--- config.mk ---
export PLATFORM = sky130hd
export DESIGN_NAME = dma_start_ctrl
export DESIGN_NICKNAME = d
export VERILOG_FILES = /design/src/rtl/dmasr_pkg.sv /design/src/rtl/dmasr_chan.sv /design/src/rtl/dmasr_arb.sv /design/src/rtl/dma_start_ctrl.sv
export SDC_FILE = /design/constraint.sdc
export NUM_CORES = 1
export LEC_CHECK = 0
export ABC_AREA = 1
export BUFFER_PORTS_ARGS = -buffer_cell sky130_fd_sc_hd__buf_4
export CAP_MARGIN = 20
export CELL_PAD_IN_SITES_DETAIL_PLACEMENT = 1
export CELL_PAD_IN_SITES_GLOBAL_PLACEMENT = 1
export CORE_MARGIN = 1
export CORE_UTILIZATION = 28
export CTS_BUF_LIST = sky130_fd_sc_hd__clkbuf_4 sky130_fd_sc_hd__clkbuf_8
export CTS_CLUSTER_DIAMETER = 40
export CTS_CLUSTER_SIZE = 20
export DETAILED_ROUTE_END_ITERATION = 8
export MAX_ROUTING_LAYER = met4
export PLACE_DENSITY_LB_ADDON = 0.12
export SETUP_SLACK_MARGIN = 0.02
export SLEW_MARGIN = 25
export SYNTH_ARGS = -nofsm -noshare
export SYNTH_HDL_FRONTEND = slang
export SYNTH_SLANG_ARGS = --single-unit
--- constraint.sdc ---
create_clock -name clk -period 4.8 [get_ports clk]
set_input_delay 1.2 -clock clk [delete_from_list [all_inputs] [get_ports clk]]
set_output_delay 1.2 -clock clk [all_outputs]
set_load 0.02 [all_outputs]
--- src/rtl/dmasr_pkg.sv ---
package dmasr_pkg;

    localparam int DEF_NCH   = 4;
    localparam int DEF_CNT_W = 16;
    localparam int DEF_NIRQ  = 7;
    localparam int DEF_DW    = 16;

    // control word bit positions (write and readback share them)
    localparam int B_EN     = 0;
    localparam int B_STG    = 1;
    localparam int B_TC     = 3;
    localparam int B_SEL_LO = 4;
    localparam int B_PEND   = 8;
    localparam int B_ACT    = 9;

    typedef enum logic {
        REG_CTRL  = 1'b0,
        REG_COUNT = 1'b1
    } reg_sel_e;

    typedef struct packed {
        logic act;
        logic pend;
        logic tc;
        logic en;
    } ch_flags_t;

    function automatic logic [15:0] pack_status(input ch_flags_t f, input logic [2:0] sel);
        logic [15:0] w;
        w            = '0;
        w[B_EN]      = f.en;
        w[B_TC]      = f.tc;
        w[B_SEL_LO+:3] = sel;
        w[B_PEND]    = f.pend;
        w[B_ACT]     = f.act;
        return w;
    endfunction

endpackage

--- src/rtl/dmasr_chan.sv ---
module dmasr_chan
    import dmasr_pkg::*;
#(
    parameter int CNT_W = DEF_CNT_W,
    parameter int NIRQ  = DEF_NIRQ,
    parameter int DW    = DEF_DW
) (
    input  logic            clk,
    input  logic            rst,
    input  logic            wr_ctrl,
    input  logic            wr_cnt,
    input  logic [DW-1:0]   wdata,
    input  logic [NIRQ-1:0] irq_edge,
    input  logic            grant,
    input  logic            done,
    output logic            pend,
    output logic            act,
    output logic            tc_pulse,
    output logic [DW-1:0]   rd_ctrl,
    output logic [DW-1:0]   rd_cnt
);
    localparam int SEL_W = 3;
    localparam int SELN  = 1 << SEL_W;

    logic             en, tc;
    logic [SEL_W-1:0] sel;
    logic [CNT_W-1:0] cnt;
    logic [SELN-1:0]  edge_ext;
    logic             hw_hit, sw_hit, req;
    ch_flags_t        flags;

    always_comb begin
        edge_ext           = '0;
        edge_ext[NIRQ:1]   = irq_edge;
    end

    assign hw_hit = en && edge_ext[sel];
    assign sw_hit = wr_ctrl && wdata[B_STG] && wdata[B_EN];
    assign req    = hw_hit || sw_hit;

    always_ff @(posedge clk) begin
        if (rst) begin
            en       <= 1'b0;
            tc       <= 1'b0;
            sel      <= '0;
            cnt      <= '0;
            pend     <= 1'b0;
            act      <= 1'b0;
            tc_pulse <= 1'b0;
        end else begin
            tc_pulse <= 1'b0;
            if (grant) begin
                pend <= 1'b0;
                act  <= 1'b1;
            end else if (req && !pend && !act) begin
                pend <= 1'b1;
            end
            if (wr_ctrl) begin
                en  <= wdata[B_EN];
                sel <= wdata[B_SEL_LO+:SEL_W];
                if (wdata[B_EN]) tc <= 1'b0;
            end
            if (wr_cnt) cnt <= wdata[CNT_W-1:0];
            if (done && act) begin
                act <= 1'b0;
                if (cnt == '0) begin
                    en       <= 1'b0;
                    tc       <= 1'b1;
                    tc_pulse <= 1'b1;
                end else begin
                    cnt <= cnt - 1'b1;
                end
            end
        end
    end

    assign flags   = '{act: act, pend: pend, tc: tc, en: en};
    assign rd_ctrl = DW'(pack_status(flags, sel));
    assign rd_cnt  = DW'(cnt);

    AST_PEND_NOT_ACTIVE: assert property (@(posedge clk) disable iff (rst)
        !(pend && act));
    AST_TC_DISABLES: assert property (@(posedge clk) disable iff (rst)
        tc_pulse |-> (!en && tc));
    AST_CNT_STEP: assert property (@(posedge clk) disable iff (rst)
        ($fell(act) && !$past(wr_cnt) && $past(cnt) != '0) |-> cnt == $past(cnt) - 1'b1);

endmodule

--- src/rtl/dmasr_arb.sv ---
module dmasr_arb
    import dmasr_pkg::*;
#(
    parameter int NCH = DEF_NCH
) (
    input  logic                   clk,
    input  logic                   rst,
    input  logic [NCH-1:0]         pend,
    input  logic                   busy,
    output logic [NCH-1:0]         grant,
    output logic                   start,
    output logic [$clog2(NCH)-1:0] start_ch
);
    localparam int CH_W = $clog2(NCH);

    logic [CH_W-1:0] win;

    always_comb begin
        grant = '0;
        win   = '0;
        if (!busy) begin
            for (int i = NCH - 1; i >= 0; i--) begin
                if (pend[i]) begin
                    grant = '0;
                    grant[i] = 1'b1;
                    win   = CH_W'(i);
                end
            end
        end
    end

    always_ff @(posedge clk) begin
        if (rst) begin
            start    <= 1'b0;
            start_ch <= '0;
        end else begin
            start <= |grant;
            if (|grant) start_ch <= win;
        end
    end

    AST_GRANT_ONEHOT: assert property (@(posedge clk) disable iff (rst)
        $onehot0(grant));
    AST_START_SINGLE: assert property (@(posedge clk) disable iff (rst)
        start |=> !start);

    for (genvar g = 1; g < NCH; g++) begin : g_prio
        AST_LOW_FIRST: assert property (@(posedge clk) disable iff (rst)
            grant[g] |-> !(|pend[g-1:0]));
    end

endmodule

--- src/rtl/dma_start_ctrl.sv ---
module dma_start_ctrl
    import dmasr_pkg::*;
#(
    parameter int NCH   = DEF_NCH,
    parameter int CNT_W = DEF_CNT_W,
    parameter int NIRQ  = DEF_NIRQ,
    parameter int DW    = DEF_DW,
    localparam int CH_W = $clog2(NCH)
) (
    input  logic            clk,
    input  logic            rst,
    input  logic            cfg_we,
    input  logic [CH_W-1:0] cfg_ch,
    input  logic            cfg_sel,
    input  logic [DW-1:0]   cfg_wdata,
    input  logic [CH_W-1:0] rd_ch,
    input  logic            rd_sel,
    output logic [DW-1:0]   rd_data,
    input  logic [NIRQ-1:0] periph_irq,
    output logic            xfer_start,
    output logic [CH_W-1:0] xfer_ch,
    input  logic            xfer_done,
    output logic [NCH-1:0]  tc_irq
);
    logic [NIRQ-1:0] irq_prev, irq_edge;
    logic [NCH-1:0]  pend_v, act_v, grant_v;
    logic [DW-1:0]   ctrl_rd [NCH];
    logic [DW-1:0]   cnt_rd  [NCH];
    logic            busy;

    always_ff @(posedge clk) begin
        if (rst) irq_prev <= '0;
        else     irq_prev <= periph_irq;
    end

    assign irq_edge = periph_irq & ~irq_prev;
    assign busy     = |act_v;

    for (genvar c = 0; c < NCH; c++) begin : g_ch
        logic hit;
        assign hit = cfg_we && (cfg_ch == CH_W'(c));
        dmasr_chan #(.CNT_W(CNT_W), .NIRQ(NIRQ), .DW(DW)) u_chan (
            .clk      (clk),
            .rst      (rst),
            .wr_ctrl  (hit && (reg_sel_e'(cfg_sel) == REG_CTRL)),
            .wr_cnt   (hit && (reg_sel_e'(cfg_sel) == REG_COUNT)),
            .wdata    (cfg_wdata),
            .irq_edge (irq_edge),
            .grant    (grant_v[c]),
            .done     (xfer_done),
            .pend     (pend_v[c]),
            .act      (act_v[c]),
            .tc_pulse (tc_irq[c]),
            .rd_ctrl  (ctrl_rd[c]),
            .rd_cnt   (cnt_rd[c])
        );
    end

    dmasr_arb #(.NCH(NCH)) u_arb (
        .clk      (clk),
        .rst      (rst),
        .pend     (pend_v),
        .busy     (busy),
        .grant    (grant_v),
        .start    (xfer_start),
        .start_ch (xfer_ch)
    );

    assign rd_data = rd_sel ? cnt_rd[rd_ch] : ctrl_rd[rd_ch];

    AST_ONE_ACTIVE: assert property (@(posedge clk) disable iff (rst)
        $onehot0(act_v));
    AST_START_MATCHES_ACTIVE: assert property (@(posedge clk) disable iff (rst)
        xfer_start |-> act_v[xfer_ch]);
    AST_IDLE_DONE_INERT: assert property (@(posedge clk) disable iff (rst)
        (xfer_done && !busy) |=> (tc_irq == '0));

endmodule

==> metrics <==
outcome completed; R2R Setup Slk 2.60 ns; Relative slew margins a little over a third; Yosys reg bits roughly 110; DR vias 6930; Post-Synthesis Cell Area 6740 sq um; WHS Endpoint g_ch[2].u_chan.rd_cnt[11]; Worst Tran Pin Value ~0.96 ns; Syn Area/Cell approximately 6.3 sq um; hold_ws around 0.48 ns; initial antenna violation count 0; Max Clock Skew roughly 0.018 ns; htree depth 3; CTS tree done; Routed WL ~27000 microns; max-cap violations 0; placed cells ~1.4k; post-DP HPWL roughly 21000 microns; largest net degree at the start of global routing 45; Slew Viols, Final 0; TNS Setup 0 ns; Worst setup EP type output pin; post-cts resize count 0; Die Y-Extent between 150 and 200 microns; boundary pin count between 50 and 60; P&R area growth vs syn 12.64%; Tcrit/Tclk final just under 90%; most frequent cells in the layout nand2_1 (244), o21ai_0 (164), inv_1 (141); most common cell after layout, fill and taps aside nand2_1; Top FF cell, synth dfxtp_1; Synth Net Count 1110; row cnt 56; fin util between 30% and 40%; Yosys cell types 40; Critical Path Source Type input pin; Setup Fix Bufs, Post-CTS 0; RSZ-0062 raised after global routing false; ANT nets after route 0; placed cell areas 7375 sq um; via-per-instance ratio slightly below 5; sequential fraction of the synthesis area between 30% and 40%; Max clock buf depth 2; CTS sink cnt between 100 and 150; die area roughly 25000 sq um; post-layout min period 4.223 ns; layout cells sized above 1 9.628%; first-pass detailed-route iteration total 5; Ys Warns 0; final setup violation count 0; Avg WL per Cell around 19 microns; pwr/cell area approximately 280 nW/um^2; Final Hold Viols 0; Peak supply drop about 0.16 mV; # diodes 0; Initial Util approximately 29%; EDFF count, synth 0; IO buf count 55; Worst Hold Launch g_ch[2].u_chan.rd_cnt[11]; worst path required time approximately 3.6 ns; non-filler cells, final between 1k and 1.5k; fin area 7592 sq um; Final Wtd Congestion approximately 0.87; leakage power about 3.4 nW; hold buffers post-CTS 0; RR Endpoint g_ch[1].u_chan.rd_cnt[9]; die width 157.2 microns; share of synthesized registers carrying an async set or reset 0%; Mapped Cells 1069; Setup CP Type in2out; initial DRC count roughly 330; CP Max Fanout 44; clock-pin transition on the worst setup and hold timing paths roughly 0.11 ns; HP Class reg2reg; WP data arrival between 3 and 4 ns; vias in the first global route about 6.7k; first-pass GRT wire length roughly 41000 microns; Root Buffer clkbuf_8; clk_lat worst skew around 0.4 ns; final net count 1137; grt ovf 0; TritonCTS buffer count 9; RR Startpoint g_ch[1].u_chan.rd_cnt[0]; total core area 23540 sq um; GRT Util Overall between 20% and 30%; r2r worst-path depth 9; Max Freq around 240 MHz; drt drc 0; Fill cells about 3.1k; WHS Path Cells 2
worst max-delay path, cell delays in order:
cell and delay [ns]:
buf_4 0.32, inv_1 0.46, buf_4 0.36, a21oi_1 0.19, o21ai_0 0.11, a21oi_1 0.19, buf_4 0.18
cell usage after synthesis (3+ instances only):
cell type  number  area share [%]
a21oi_1        88             6.5
nand3_1        72             5.3
nand3_2         3            0.45
xnor2_1         7            0.91
clkbuf_1       25             1.4
inv_2           4            0.22
o21ai_1         9            0.67
buf_4           7            0.78
nand2_2         3            0.28
a211oi_1        3            0.33
o21ai_0       164              12
nor3_2          4            0.59
ha_1            8             1.5
nand2_1       244              14
nor2_1         73             4.1
nor3_1         11            0.82
o22ai_1         5            0.46
dfxtp_1       106              31
nand4_1        10            0.93
xor2_1         29             3.8
inv_1         141             7.9
buf_2          10            0.74
nor2_2          7            0.65
o211ai_1        4            0.45
a31oi_1        11             1.0
worst max-delay path by stage:
stage | start | endpoint | slack [ns] | cells past startpoint
finish | rd_ch[0] | rd_data[15] | 0.58 | 7
global route | rd_ch[0] | rd_data[9] | 0.34 | 8
floorplan | rd_ch[0] | rd_data[11] | 1.31 | 6
global placement | rd_ch[0] | rd_data[9] | 0.69 | 8
detailed placement | rd_ch[0] | rd_data[9] | 0.62 | 8
CTS | rd_ch[0] | rd_data[9] | 0.61 | 8
registers in the layout (all words and copies together) (netlist names):
name                  flops
g_ch.u_chan.sel          12
u_arb.start               1
g_ch.u_chan.tc_pulse      4
g_ch.u_chan.tc            4
g_ch.u_chan.en            4
g_ch.u_chan.act           4
g_ch.u_chan.rd_cnt       64
u_arb.start_ch            2
irq_prev                  7
g_ch.u_chan.pend          4
power by group:
| part | internal [mW] | total, mW | leakage (nW) | switching (mW) |
|---|---|---|---|---|
| Clock | 0.258 | 0.652 | 0.107 | 0.394 |
| Combinational | 0.181 | 0.539 | 2.41 | 0.357 |
| Sequential | 0.912 | 0.946 | 0.861 | 0.0341 |
metal layers:
layer / vias to the layer above / GRT usage, % / share of wire, %
li1: 3539 / - / -
met1: 3256 / 30.02 / 48
met2: 106 / 37.38 / 46
met3: 29 / 3.800 / 3.9
met4: 0 / 5.918 / 2.1
met5: - / - / 0
stage by stage:
| step | power, mW | worst slack [ns] |
|---|---|---|
| after floorplan | 1.327 | 1.306 |
| after global placement | 1.502 | 0.6907 |
| after detailed placement | 1.506 | 0.6151 |
| after CTS | 2.165 | 0.6100 |
| after global routing | 2.263 | 0.3376 |
| final | 2.136 | 0.5768 |
cells by family (layout without fill, tap and decap cells):
kind of cell / after synthesis / after routing / synth area share, %
fa+ha+maj: 8 / 8 / 1.485
simple gates: 435 / 435 / 27.88
compound gates: 294 / 294 / 23.09
flops: 106 / 106 / 31.48
xor+xnor: 36 / 36 / 4.678
buf+inv: 190 / 222 / 11.38
final cells by class:
type	count	area, sq um	area share (%)
inverter	145	544.3	7.169
timing repair buffer	61	457.9	6.032
clock inverter	7	93.84	1.236
sequential	106	2122	27.95
tap	319	399.1	5.257
multi-input combinational	773	3851	50.73
clock buffer	9	123.9	1.632
Power figures use the tool's default switching activity.
